**config.mk**
```make
export PLATFORM = sky130hd
export DESIGN_NAME = xfer_engine
export DESIGN_NICKNAME = d
export VERILOG_FILES = /design/src/rtl/xfer_pkg.sv /design/src/rtl/xfer_decode.sv /design/src/rtl/xfer_counters.sv /design/src/rtl/xfer_status.sv /design/src/rtl/xfer_engine.sv
export SDC_FILE = /design/constraint.sdc
export NUM_CORES = 1
export LEC_CHECK = 0
export CAP_MARGIN = 20
export CORE_MARGIN = 4
export CORE_UTILIZATION = 40
export DETAILED_ROUTE_END_ITERATION = 10
export GPL_TIMING_DRIVEN = 0
export PLACE_DENSITY = 0.75
export SLEW_MARGIN = 10
export SYNTH_ARGS = -nofsm -noshare
export SYNTH_HDL_FRONTEND = slang
export SYNTH_SLANG_ARGS = --single-unit
```
**constraint.sdc**
```tcl
create_clock -name clk -period 2.6 [get_ports clk]
set_input_delay 0.26 -clock clk [delete_from_list [all_inputs] [get_ports clk]]
set_output_delay 0.26 -clock clk [all_outputs]
set_load 0.02 [all_outputs]
```
**src/rtl/xfer_pkg.sv**
```systemverilog
package xfer_pkg;
    localparam int STAT_TE   = 6;
    localparam int STAT_DEC  = 5;
    localparam int STAT_BUSY = 3;
    localparam int STAT_DEN  = 1;

    localparam int CTL_TEIE  = 6;
    localparam int CTL_DECIE = 5;
    localparam int CTL_OUTEN = 1;

    typedef enum logic [2:0] {
        SEL_CTL    = 3'd0,
        SEL_CNT_LO = 3'd1,
        SEL_CNT_HI = 3'd2,
        SEL_ADR_LO = 3'd3,
        SEL_ADR_HI = 3'd4,
        SEL_TRIG   = 3'd5,
        SEL_ACK    = 3'd6,
        SEL_NONE   = 3'd7
    } sel_e;

    localparam logic [2:0] DST_HOST_A = 3'd2;
    localparam logic [2:0] DST_HOST_B = 3'd3;

    typedef struct packed {
        logic ctl_wr;
        logic cnt_lo_wr;
        logic cnt_hi_wr;
        logic adr_lo_wr;
        logic adr_hi_wr;
        logic trig;
        logic host_dst;
        logic ack;
        logic rd;
        logic end_x;
    } evt_t;
endpackage

```
**src/rtl/xfer_decode.sv**
```systemverilog
module xfer_decode
    import xfer_pkg::*;
(
    input  logic       reg_wr,
    input  logic [2:0] reg_sel,
    input  logic [2:0] dest_code,
    input  logic       host_rd,
    input  logic       xfer_done,
    input  logic       outen,
    input  logic       busy_n,
    input  logic       den_n,
    input  logic       end_hit,
    output evt_t       evt
);
    always_comb begin
        evt           = '0;
        evt.ctl_wr    = reg_wr && (reg_sel == SEL_CTL);
        evt.cnt_lo_wr = reg_wr && (reg_sel == SEL_CNT_LO);
        evt.cnt_hi_wr = reg_wr && (reg_sel == SEL_CNT_HI);
        evt.adr_lo_wr = reg_wr && (reg_sel == SEL_ADR_LO);
        evt.adr_hi_wr = reg_wr && (reg_sel == SEL_ADR_HI);
        evt.trig      = reg_wr && (reg_sel == SEL_TRIG) && outen;
        evt.ack       = reg_wr && (reg_sel == SEL_ACK);
        evt.host_dst  = (dest_code == DST_HOST_A) || (dest_code == DST_HOST_B);
        evt.rd        = host_rd && !den_n;
        // end of transfer: last host word, or completion of a non-host move
        evt.end_x     = (evt.rd && end_hit) || (xfer_done && !busy_n && den_n);
    end
endmodule

```
**src/rtl/xfer_counters.sv**
```systemverilog
module xfer_counters
    import xfer_pkg::*;
#(
    parameter int REG_W = 8
) (
    input  logic               clk,
    input  logic               rst_n,
    input  evt_t               evt,
    input  logic [REG_W-1:0]   wdata,
    output logic [2*REG_W-1:0] cnt_q,
    output logic [2*REG_W-1:0] addr_q,
    output logic               end_hit
);
    localparam int WORD_W = 2 * REG_W;
    localparam logic [WORD_W-1:0] STEP    = WORD_W'(2);
    localparam logic [WORD_W-1:0] END_VAL = {4'hF, {(WORD_W-4){1'b0}}};

    typedef struct packed {
        logic [WORD_W-1:0] cnt;
        logic [WORD_W-1:0] addr;
    } ctr_t;

    ctr_t s_d, s_q;
    logic [WORD_W-1:0] cnt_dec;

    always_comb begin
        cnt_dec = s_q.cnt - STEP;
        end_hit = cnt_dec[WORD_W-1] || (cnt_dec == '0);
    end

    always_comb begin
        s_d = s_q;
        if (evt.rd) begin
            s_d.addr = s_q.addr + STEP;
            s_d.cnt  = cnt_dec;
        end
        if (evt.end_x)     s_d.cnt = END_VAL;
        if (evt.cnt_lo_wr) s_d.cnt[REG_W-1:0]       = wdata;
        if (evt.cnt_hi_wr) s_d.cnt[WORD_W-1:REG_W]  = wdata;
        if (evt.adr_lo_wr) s_d.addr[REG_W-1:0]      = wdata;
        if (evt.adr_hi_wr) s_d.addr[WORD_W-1:REG_W] = wdata;
        if (evt.trig || evt.ack) s_d.cnt[WORD_W-1:WORD_W-4] = 4'h0;
    end

    always_ff @(posedge clk or negedge rst_n) begin
        if (!rst_n) s_q <= '0;
        else        s_q <= s_d;
    end

    assign cnt_q  = s_q.cnt;
    assign addr_q = s_q.addr;

    AST_CNT_RELOAD: assert property (@(posedge clk) disable iff (!rst_n)
        (evt.end_x && !evt.trig && !evt.ack && !evt.cnt_lo_wr && !evt.cnt_hi_wr)
        |=> (s_q.cnt == END_VAL));
    AST_ACK_NIBBLE: assert property (@(posedge clk) disable iff (!rst_n)
        evt.ack |=> (s_q.cnt[WORD_W-1:WORD_W-4] == 4'h0));
endmodule

```
**src/rtl/xfer_status.sv**
```systemverilog
module xfer_status
    import xfer_pkg::*;
#(
    parameter int REG_W = 8
) (
    input  logic             clk,
    input  logic             rst_n,
    input  evt_t             evt,
    input  logic [REG_W-1:0] wdata,
    input  logic             dec_pend_n,
    output logic             outen,
    output logic             busy_n,
    output logic             den_n,
    output logic [7:0]       status,
    output logic             irq,
    output logic             eot_flag,
    output logic             rdy_flag
);
    typedef struct packed {
        logic [REG_W-1:0] ctl;
        logic             te_n;
        logic             busy_n;
        logic             den_n;
        logic             eot;
        logic             rdy;
    } st_t;

    localparam st_t ST_RESET = '{ctl: '0, te_n: 1'b1, busy_n: 1'b1,
                                 den_n: 1'b1, eot: 1'b0, rdy: 1'b0};

    st_t s_d, s_q;

    always_comb begin
        s_d = s_q;
        if (evt.end_x) begin
            s_d.busy_n = 1'b1;
            s_d.den_n  = 1'b1;
            s_d.te_n   = 1'b0;
            s_d.rdy    = 1'b0;
            s_d.eot    = 1'b1;
        end
        if (evt.ctl_wr) begin
            s_d.ctl = wdata;
            if (!wdata[CTL_OUTEN]) begin
                s_d.busy_n = 1'b1;
                s_d.den_n  = 1'b1;
            end
        end
        if (evt.trig) begin
            s_d.busy_n = 1'b0;
            s_d.eot    = 1'b0;
            s_d.rdy    = 1'b0;
            if (evt.host_dst) begin
                s_d.den_n = 1'b0;
                s_d.rdy   = 1'b1;
            end
        end
        if (evt.ack) s_d.te_n = 1'b1;
    end

    always_ff @(posedge clk or negedge rst_n) begin
        if (!rst_n) s_q <= ST_RESET;
        else        s_q <= s_d;
    end

    always_comb begin
        status            = 8'hFF;
        status[STAT_TE]   = s_q.te_n;
        status[STAT_DEC]  = dec_pend_n;
        status[STAT_BUSY] = s_q.busy_n;
        status[STAT_DEN]  = s_q.den_n;
    end

    assign irq      = (s_q.ctl[CTL_TEIE] && !s_q.te_n) ||
                      (s_q.ctl[CTL_DECIE] && !dec_pend_n);
    assign outen    = s_q.ctl[CTL_OUTEN];
    assign busy_n   = s_q.busy_n;
    assign den_n    = s_q.den_n;
    assign eot_flag = s_q.eot;
    assign rdy_flag = s_q.rdy;

    AST_END_IDLE: assert property (@(posedge clk) disable iff (!rst_n)
        (evt.end_x && !evt.trig && !evt.ack)
        |=> (s_q.busy_n && s_q.den_n && !s_q.te_n && s_q.eot && !s_q.rdy));
    AST_DEN_NEEDS_BUSY: assert property (@(posedge clk) disable iff (!rst_n)
        !s_q.den_n |-> !s_q.busy_n);
    AST_ABORT_IDLE: assert property (@(posedge clk) disable iff (!rst_n)
        (evt.ctl_wr && !wdata[CTL_OUTEN]) |=> (s_q.busy_n && s_q.den_n));
    AST_ACK_CLEARS: assert property (@(posedge clk) disable iff (!rst_n)
        evt.ack |=> s_q.te_n);
endmodule

```
**src/rtl/xfer_engine.sv**
```systemverilog
module xfer_engine
    import xfer_pkg::*;
#(
    parameter int REG_W  = 8,
    parameter int BUF_AW = 14
) (
    input  logic                 clk,
    input  logic                 rst_n,
    input  logic                 reg_wr,
    input  logic [2:0]           reg_sel,
    input  logic [REG_W-1:0]     reg_wdata,
    input  logic [2:0]           dest_code,
    input  logic                 host_rd,
    output logic [2*REG_W-1:0]   host_rdata,
    output logic [BUF_AW-1:0]    buf_addr,
    input  logic [2*REG_W-1:0]   buf_rdata,
    input  logic                 xfer_done,
    input  logic                 dec_pend_n,
    output logic [7:0]           status,
    output logic [2*REG_W-1:0]   byte_cnt,
    output logic [2*REG_W-1:0]   data_addr,
    output logic                 irq,
    output logic                 eot_flag,
    output logic                 rdy_flag
);
    localparam int WORD_W = 2 * REG_W;

    evt_t evt;
    logic outen, busy_n, den_n, end_hit;

    xfer_decode i_decode (
        .reg_wr    (reg_wr),
        .reg_sel   (reg_sel),
        .dest_code (dest_code),
        .host_rd   (host_rd),
        .xfer_done (xfer_done),
        .outen     (outen),
        .busy_n    (busy_n),
        .den_n     (den_n),
        .end_hit   (end_hit),
        .evt       (evt)
    );

    xfer_counters #(.REG_W(REG_W)) i_counters (
        .clk     (clk),
        .rst_n   (rst_n),
        .evt     (evt),
        .wdata   (reg_wdata),
        .cnt_q   (byte_cnt),
        .addr_q  (data_addr),
        .end_hit (end_hit)
    );

    xfer_status #(.REG_W(REG_W)) i_status (
        .clk        (clk),
        .rst_n      (rst_n),
        .evt        (evt),
        .wdata      (reg_wdata),
        .dec_pend_n (dec_pend_n),
        .outen      (outen),
        .busy_n     (busy_n),
        .den_n      (den_n),
        .status     (status),
        .irq        (irq),
        .eot_flag   (eot_flag),
        .rdy_flag   (rdy_flag)
    );

    assign buf_addr   = {data_addr[BUF_AW-1:1], 1'b0};
    assign host_rdata = den_n ? {WORD_W{1'b1}} : buf_rdata;

    AST_IDLE_READ_STILL: assert property (@(posedge clk) disable iff (!rst_n)
        (host_rd && status[STAT_DEN] && !reg_wr && !xfer_done)
        |=> ($stable(byte_cnt) && $stable(data_addr) && $stable(status)));
    AST_READ_STEP: assert property (@(posedge clk) disable iff (!rst_n)
        (host_rd && !status[STAT_DEN] && !reg_wr)
        |=> (data_addr == $past(data_addr) + WORD_W'(2)));
endmodule

```
==> summary.txt, run 1 <==
RSZ-0062 raised after global routing: yes
P_sw: 1.68 mW
Worst path most repeated cell: buf_4
Critical Path End Type: flop
Vias: 2979
Setup crit start kind: flop
Worst VDD drop: 0.375 mV
pin count of the biggest net entering global routing: 28
Num CTS Buffers: 5
status: completed
Clock Latency Late Sink: 0.30 ns
final setup vio count: 0
highest clock rate: 390 MHz
DRT iter0 DRCs: 208
Util after Layout: 62.4%
Sw Share: 42.9%
Post-Synth XOR/XNOR Area: 5.34%
Cell variety after synth: 62
count leader, synth: nand2_1
Tightest Pin Transition: 0.645 ns
number of flops mapped to enable cells by yosys: 0
CTS Root Cell: clkbuf_8
clock skew: 0.00561 ns
Clock power frac: 13.0%
Core Region: 6790 µm²
Post-Route WL: 8810 µm
CTS tree: built
RD Place Congestion: 0.904
DIE WIDTH: 91.5 µm
type of the most critical hold path: input pin to async pin
DR pass1 iterations: 4
area leader, netlist: dfrtp_1
synth warn: 0
MaxCap Viol Count: 0
DP Wirelength: 6650 µm
antenna violations before repair: 0
area fraction in compound gates after synthesis: 17.5%
first-pass GRT wire length: 14200 µm
pre-CTS setup slack: -0.250 ns
# diodes: 0
I/O pin count: 109
H-tree depth: 2
clk sink count: 40
Initial Util: 41.0%
CTS Buffer Depth: 2
Slew Limit Fails: 0
P_int: 2.24 mW
Worst EP arrival: 2.73 ns
vias per cell: 5.37
PortBufs: 102
crit-path cells: buf_4 -> or3_4 -> buf_4 -> nor4_4 -> o211a_1 -> o2111ai_4 -> a21oi_2 -> nand2b_2 -> o31ai_1
final net count: 496
Cells after Synth: 338
Post-synth ARST share: 100%
post-synthesis register bit count: 40
vias in the first global route: 2854
mux cell area share after synthesis: 0.404%
Syn-to-layout area delta: 52.1%
Die Area: 8370 µm²
Die Ht: 91.5 µm
Remaining DRCs: 0
Area contributors post-synth: dfrtp_1 (33%), buf_4 (5.9%), nand2_1 (5.2%)
Top FF cell, synth: dfrtp_1
Max-Slew Margin vs Limit: 56.6%
Crit path largest cell delay: 0.42 ns
largest family of logic cells by synthesized area: simple AND/OR/NAND/NOR gates
adder-cell share of the synthesized area: 0.897%
drt wl/cell: 15.9 µm
Power per Cell Area: 923 nW/µm²
worst setup path class: flop to flop
Critical-path top delay cell: or3_4
Req. time, crit path: 2.76 ns
syn_area_per_cell: 8.25 µm²
final worst slack: 0.0374 ns
Syn Std Cell Area: 2790 µm²
synth cell count leaders: nand2_1 (39), dfrtp_1 (37), nor2_1 (34)
Clock transition at path regs: 0.08 ns
fin crit period: 2.56 ns
combinational share of power: 57.6%
post-synth top area share: 33.2%
Global Route Usage Sum: 21.0%
sequential cell area fraction in the yosys report: 36.0%
Seq pwr share: 29.5%
worst-path fanout max: 8
leak pwr: 1.63 nW
number of routed nets with antenna violations: 0
Rows: 30
final worst-path cycle share: 98.6%
layout cells sized above 1: 18.3%
Post-Synth Simple-Gate Area: 30.1%
Final Hold Viols: 0
total congestion overflow: 0
[worst max-delay path, delay by kind of cell, from the launching register on]
family / cells / cell delay (ns)
DFF: 1 / 0.38
AOI/OAI and AO/OA: 4 / 0.81
and+or+nand+nor: 3 / 0.89
buffers and inverters: 2 / 0.34
[final cells by class]
type | instances | area, µm²
buffer | 35 | 228
clock buffer | 6 | 72.6
clock inverter | 2 | 35.0
fill | 594 | 2550
inverter | 8 | 30.0
multi-input combinational | 256 | 1630
sequential | 40 | 1010
tap | 96 | 120
timing repair buffer | 112 | 1110
[what timing repair did]
item | 4_1_cts | 5_1_grt
endpoints found under the setup margin | 20 | 14
hold buffers | 1 | 0
buffers inserted | 4 | 4
pin swaps | 2 | 6
gates resized for setup | 4 | 19
endpoints found under the hold margin | 10 | 0
[cells by family (layout without fill, tap and decap cells)]
logic type / count (synthesis) / after routing
AND/OR/NAND/NOR: 157 / 157
AO/OA/AOI/OAI: 74 / 74
buffers and inverters: 45 / 163
flip-flops: 40 / 40
XOR/XNOR: 17 / 17
adder cells (fa/ha/maj): 2 / 2
other: 2 / 5
multiplexers: 1 / 1
[worst paths after layout]
path / startpoint / to / slack (ns) / cells past startpoint
max reg2reg: i_counters.cnt_q[4] / i_counters.cnt_q[11] / 0.04 / 9
max: i_counters.cnt_q[4] / i_counters.cnt_q[11] / 0.04 / 9
min: rst_n / i_counters.cnt_q[12] / 0.39 / 2
max in group asynchronous: rst_n / i_counters.cnt_q[2] / 1.74 / 3
min reg2reg: i_counters.addr_q[0] / i_counters.addr_q[0] / 0.49 / 2
min in group clk: i_counters.addr_q[0] / i_counters.addr_q[0] / 0.49 / 2
[cell usage in the layout, fill, tap and decap left out, drive strengths merged, types with 6 or more instances in the layout]
| master | instances |
|---|---|
| nand4 | 7 |
| or2 | 17 |
| inv | 8 |
| clkdlybuf4s50 | 101 |
| xor2 | 8 |
| nor3 | 11 |
| o21ai | 28 |
| a21oi | 9 |
| nand2 | 40 |
| a31oi | 8 |
| nor2 | 34 |
| nor4 | 6 |
| clkbuf | 15 |
| buf | 36 |
| nand3 | 8 |
| xnor2 | 9 |
| dfrtp | 37 |
[stage by stage]
stage,setup TNS (ns),power (mW),hold slack [ns],std cells,instance area (µm²)
global route,-0.151,4.15,0.436,555,4240
global placement,-1.94,3.17,0.470,539,3940
detailed placement,-2.35,3.21,0.178,540,3960
finish,0,3.91,0.389,555,4240
floorplan,0,2.31,-0.0356,341,2800
CTS,-0.0510,3.78,0.398,552,4130
[routing by layer]
layer  track usage (%)  vias up  wire [µm]
met5                 0        -          0
li1                  -     1409          -
met4              7.41        0        178
met2              36.5      134       4510
met3              4.56       17        709
met1              25.3     1419       3410
[power groups by stage]
stage,combinational (mW),sequential (mW),clock (mW)
4_1_cts,2.13,1.13,0.517
2_1_floorplan,1.01,1.30,0
3_3_place_gp,2.03,1.14,0
5_1_grt,2.42,1.19,0.544
6_report,2.25,1.15,0.507
3_5_place_dp,2.06,1.15,0
[flip-flops by register name, summed over array words and instances, names as in the netlist]
| name | count |
|---|---|
| i_status.outen | 1 |
| i_status.busy_n | 1 |
| i_status.den_n | 1 |
| i_status.rdy_flag | 1 |
| i_status.status | 1 |
| i_counters.cnt_q | 16 |
| i_status.s_q | 2 |
| i_status.eot_flag | 1 |
| i_counters.addr_q | 16 |
Power figures use the tool's default switching activity.
==> inputs of run 2 (changes only) <==
--- a/config.mk
+++ b/config.mk
@@ -11,6 +11,7 @@
 export DETAILED_ROUTE_END_ITERATION = 10
 export GPL_TIMING_DRIVEN = 0
 export PLACE_DENSITY = 0.75
+export RECOVER_POWER = 50
 export SLEW_MARGIN = 10
 export SYNTH_ARGS = -nofsm -noshare
 export SYNTH_HDL_FRONTEND = slang
==> summary.txt, run 2 (synthesis gave the netlist of run 1 again) <==
status: completed
Placed Instances: 540
final cell count without fillers: 555
Worst path most repeated cell: buf_4
area occupied by multi-input gates: 1630 µm²
Post-Route WL: 8880 µm
Slew Limit Fails: 0
antenna violations before repair: 0
Syn-to-layout area delta: 52.0%
# diodes: 0
layout cells sized above 1: 18.1%
HP Start: i_counters.addr_q[0]
Clock Latency Late Sink: 0.30 ns
crit path buf inv count: 2
Die Area: 8370 µm²
critical path endpoint: i_counters.cnt_q[11]
Req. time, crit path: 2.76 ns
Tightest Pin Transition: 0.799 ns
worst-path fanout max: 8
RD Place Congestion: 0.904
delay-heaviest family, CP: simple AND/OR/NAND/NOR gates
number of routed nets with antenna violations: 0
Die Ht: 91.5 µm
DP Wirelength: 6650 µm
H-tree depth: 2
Critical-path top delay cell: or3_4
Crit path largest cell delay: 0.42 ns
Final Hold Viols: 0
most frequent cells in the layout: clkdlybuf4s50_1 (71), nand2_1 (39), nor2_1 (34)
MaxCap Viol Count: 0
DIE WIDTH: 91.5 µm
CTS tree: built
CTS Root Cell: clkbuf_8
fin crit period: 2.56 ns
Non-Filler Cell Area, Final: 4240 µm²
final net count: 496
Core Region: 6790 µm²
RSZ-0062 raised after global routing: yes
first-pass GRT wire length: 14200 µm
Critical Path End Type: flop
Seq. cell area: 1010 µm²
capturing point of the worst reg2reg path: i_counters.cnt_q[11]
type of the most critical hold path: flop to flop
Power per Cell Area: 909 nW/µm²
Initial Util: 41.0%
Rows: 30
final worst-path cycle share: 98.6%
final setup vio count: 0
Worst R2R Start: i_counters.cnt_q[4]
CTS Buffer Depth: 2
Worst VDD drop: 0.374 mV
crit-path cells: buf_4 -> or3_4 -> buf_4 -> nor4_4 -> o211a_1 -> o2111ai_4 -> a21oi_2 -> nand2b_2 -> o31ai_1
total congestion overflow: 0
worst setup path class: flop to flop
DR pass1 iterations: 5
Clock transition at path regs: 0.08 ns
Remaining DRCs: 0
flop-to-flop setup slack: 0.04 ns
Setup TNS: 0 ns
vias in the first global route: 2854
Vias: 2963
Global Route Usage Sum: 21.0%
most common cell after layout, fill and taps aside: clkdlybuf4s50_1
vias per cell: 5.34
leak pwr: 1.65 nW
PortBufs: 102
DP Area: 3960 µm²
Worst EP arrival: 2.73 ns
Util after Layout: 62.4%
Max-Slew Margin vs Limit: 46.7%
Num CTS Buffers: 5
Setup crit start kind: flop
clock skew: 0.00369 ns
DRT iter0 DRCs: 197
drt wl/cell: 16.0 µm
total power: 3.86 mW
I/O pin count: 109
CP Depth: 9
clk sink count: 40
filler instances: 595
highest clock rate: 390 MHz
crit path from: i_counters.cnt_q[4]
pin count of the biggest net entering global routing: 28
R2R depth: 9
[run 2: worst reg2reg max path, delay by kind of cell, from the launching register on]
family                 cells  cell delay, ns
and+or+nand+nor            3            0.90
AOI/OAI and AO/OA          4            0.81
buffers and inverters      2            0.34
DFF                        1            0.38
[run 2: cell type report]
class	count	share of cell area (%)
Sequential cell	40	23.8
Multi-Input combinational cell	256	38.5
Clock inverter	2	0.826
Tap cell	96	2.83
Buffer	35	5.37
Inverter	8	0.708
Clock buffer	6	1.71
Timing Repair Buffer	112	26.2
[run 2: worst min-delay path by stage]
stage               cells after the start                   end  slack [ns]
detailed placement                      1      i_status.s_q[10]        0.18
floorplan                               0  i_counters.addr_q[0]       -0.04
global route                            1     i_status.rdy_flag        0.53
CTS                                     2  i_counters.cnt_q[12]        0.40
global placement                        2  i_counters.addr_q[0]        0.47
finish                                  2  i_counters.addr_q[0]        0.49
[run 2: timing repair]
item / CTS / global route
hold endpoints to repair: 10 / 0
pin swaps: 2 / 6
gates resized for setup: 4 / 19
hold buffers: 1 / 0
setup buffers: 4 / 4
endpoints found under the setup margin: 20 / 14
[run 2: power breakdown]
group | leakage (nW) | internal [mW] | switching (mW)
clock | 0.0552 | 0.285 | 0.223
sequential | 0.470 | 0.845 | 0.306
combinational | 1.12 | 1.05 | 1.15
total | 1.65 | 2.18 | 1.68
[run 2: per-layer routing]
layer / part of all wire (%) / global-route usage, %
met5: 0 / 0
met4: 2.1 / 7.41
met3: 7.0 / 4.56
met2: 51 / 36.5
met1: 40 / 25.3
[run 2: through the flow]
step           setup slack [ns]  hold slack, ns
2_1_floorplan            0.0372         -0.0356
3_3_place_gp             -0.219           0.470
3_5_place_dp             -0.250           0.178
4_1_cts                 -0.0207           0.398
5_1_grt                 -0.0567           0.533
6_report                 0.0363           0.485
==> inputs of run 3 (changes only) <==
--- a/config.mk
+++ b/config.mk
@@ -5,12 +5,13 @@
 export SDC_FILE = /design/constraint.sdc
 export NUM_CORES = 1
 export LEC_CHECK = 0
+export ABC_AREA = 1
 export CAP_MARGIN = 20
 export CORE_MARGIN = 4
 export CORE_UTILIZATION = 40
 export DETAILED_ROUTE_END_ITERATION = 10
 export GPL_TIMING_DRIVEN = 0
-export PLACE_DENSITY = 0.75
+export PLACE_DENSITY = 0.74
 export RECOVER_POWER = 50
 export SLEW_MARGIN = 10
 export SYNTH_ARGS = -nofsm -noshare
==> summary.txt, run 3 <==
Setup crit start kind: flop
routed wl met3: 749 µm
RD Place Congestion: 0.868
Max-Slew Margin vs Limit: 21.0%
Final Hold Viols: 0
Worst EP arrival: 2.00 ns
Critical-path top delay cell: clkdlybuf4s50_1
Req. time, crit path: 2.34 ns
Global Route Usage Sum: 20.0%
Top FF cell, synth: dfrtp_1
Cells after Synth: 428
highest clock rate: 442 MHz
I/O pin count: 109
flop-to-flop setup slack: 0.44 ns
Initial Util: 42.1%
Die Ht: 93.7 µm
number of flops mapped to enable cells by yosys: 0
pre-CTS setup slack: 0.480 ns
DRT iter0 DRCs: 212
post-synth top area share: 31.5%
CTS Buffer Depth: 2
Worst R2R Start: i_status.den_n
clock skew: 0.00658 ns
setup bufs post-CTS: 0
area leader, netlist: dfrtp_1
post-synthesis register bit count: 40
final cell count without fillers: 639
status: completed
most common cell after layout, fill and taps aside: nand2_1
# diodes: 0
Num CTS Buffers: 5
RSZ-0062 raised after global routing: no
delay-heaviest family, CP: buffers and inverters
worst setup path class: flop to output pin
Crit path largest cell delay: 0.60 ns
capturing point of the worst reg2reg path: i_counters.cnt_q[15]
DIE WIDTH: 93.7 µm
total congestion overflow: 0
Syn-to-layout area delta: 43.0%
Setup TNS: 0 ns
hold buffer count at CTS: 1
first-pass GRT wire length: 14200 µm
Slew Limit Fails: 0
vias in the first global route: 2948
WHS: 0.502 ns
Tightest Pin Transition: 1.18 ns
PortBufs: 102
Vias: 3061
vias per cell: 4.79
R2R depth: 9
Clock Latency Late Sink: 0.29 ns
CTS Root Cell: clkbuf_8
drt wl/cell: 13.6 µm
Area contributors post-synth: dfrtp_1 (32%), nand2_1 (13%), inv_1 (8.6%)
Syn Std Cell Area: 2940 µm²
CTS tree: built
Remaining DRCs: 0
DP Wirelength: 6920 µm
leak pwr: 2.05 nW
crit path buf inv count: 3
final worst-path cycle share: 87.1%
Critical Path End Type: output pin
Post-Route WL: 8680 µm
final setup vio count: 0
Core Region: 6980 µm²
fin crit period: 2.26 ns
Power per Cell Area: 1050 nW/µm²
worst-path fanout max: 10
MaxCap Viol Count: 0
type of the most critical hold path: flop to flop
Placed Instances: 630
synth warn: 0
DR pass1 iterations: 4
hold depth: 2
Util after Layout: 60.2%
Cell variety after synth: 34
clk sink count: 40
crit-path cells: buf_2 -> clkbuf_1 -> or2_2 -> clkdlybuf4s50_1
Rows: 30
WL met2: 4070 µm
antenna violations before repair: 0
final net count: 580
number of routed nets with antenna violations: 0
syn_area_per_cell: 6.87 µm²
final worst slack: 0.336 ns
Die Area: 8780 µm²
Post-synth ARST share: 100%
layout cells sized above 1: 13.1%
Non-Filler Cell Area, Final: 4200 µm²
top layer reached by signal wires: met4
HP Start: i_status.s_q[11]
DRT met1 WL: 3760 µm
most frequent cells in the layout: nand2_1 (102), clkdlybuf4s50_1 (69), inv_1 (67)
synth cell count leaders: nand2_1 (102), inv_1 (67), nor2_1 (52)
total power: 4.39 mW
Resize count post-CTS: 0
H-tree depth: 2
sequential cell area fraction in the yosys report: 34.2%
count leader, synth: nand2_1
DP Area: 4110 µm²
worst hold endpoint: i_status.s_q[11]
Worst VDD drop: 0.664 mV
pin count of the biggest net entering global routing: 23
Clock transition at path regs: 0.08 ns
-- run 3: cells by family (layout without fill, tap and decap cells) --
kind of cell / count (synthesis) / after routing / share of synthesized area, %
AND/OR/NAND/NOR: 221 / 221 / 34.7
other: 2 / 5 / 0.256
XOR/XNOR: 15 / 15 / 4.47
AO/OA/AOI/OAI: 45 / 45 / 9.24
flip-flops: 40 / 40 / 34.2
buffers and inverters: 103 / 215 / 16.3
adder cells (fa/ha/maj): 2 / 2 / 0.851
-- run 3: final cells by class --
class | count | area, µm²
Buffer | 29 | 203
Clock buffer | 7 | 76.3
Clock inverter | 1 | 5.00
Fill cell | 637 | 2780
Inverter | 74 | 278
Multi-Input combinational cell | 288 | 1470
Sequential cell | 40 | 1000
Tap cell | 96 | 120
Timing Repair Buffer | 104 | 1050
-- run 3: worst max-delay path by stage --
stage	startpoint	end	slack, ns	depth (start not counted)
after floorplan	i_counters.cnt_q[1]	i_counters.cnt_q[0]	0.66	16
after global placement	rst_n	i_counters.cnt_q[5]	0.21	1
after detailed placement	i_status.den_n	i_counters.cnt_q[14]	0.48	9
after CTS	i_status.den_n	host_rdata[6]	0.31	4
after global routing	i_status.den_n	host_rdata[6]	0.20	4
final	i_status.den_n	host_rdata[6]	0.34	4
-- run 3: worst min-delay path, stage by stage, from the launching register on --
cell and delay, ns:
dfrtp_1 0.36, nand2_1 0.05, o21ai_0 0.06
-- run 3: power by group --
group          internal [mW]  total (mW)  switching [mW]
logic                   1.24        2.81            1.57
clock network          0.189       0.416           0.227
registers              0.875        1.16           0.288
total                   2.30        4.39            2.09
-- run 3: layer usage --
metal	vias up	global-route usage, %
met5	-	0
met4	0	4.21
met3	13	4.33
met2	124	33.2
met1	1382	26.8
li1	1542	-
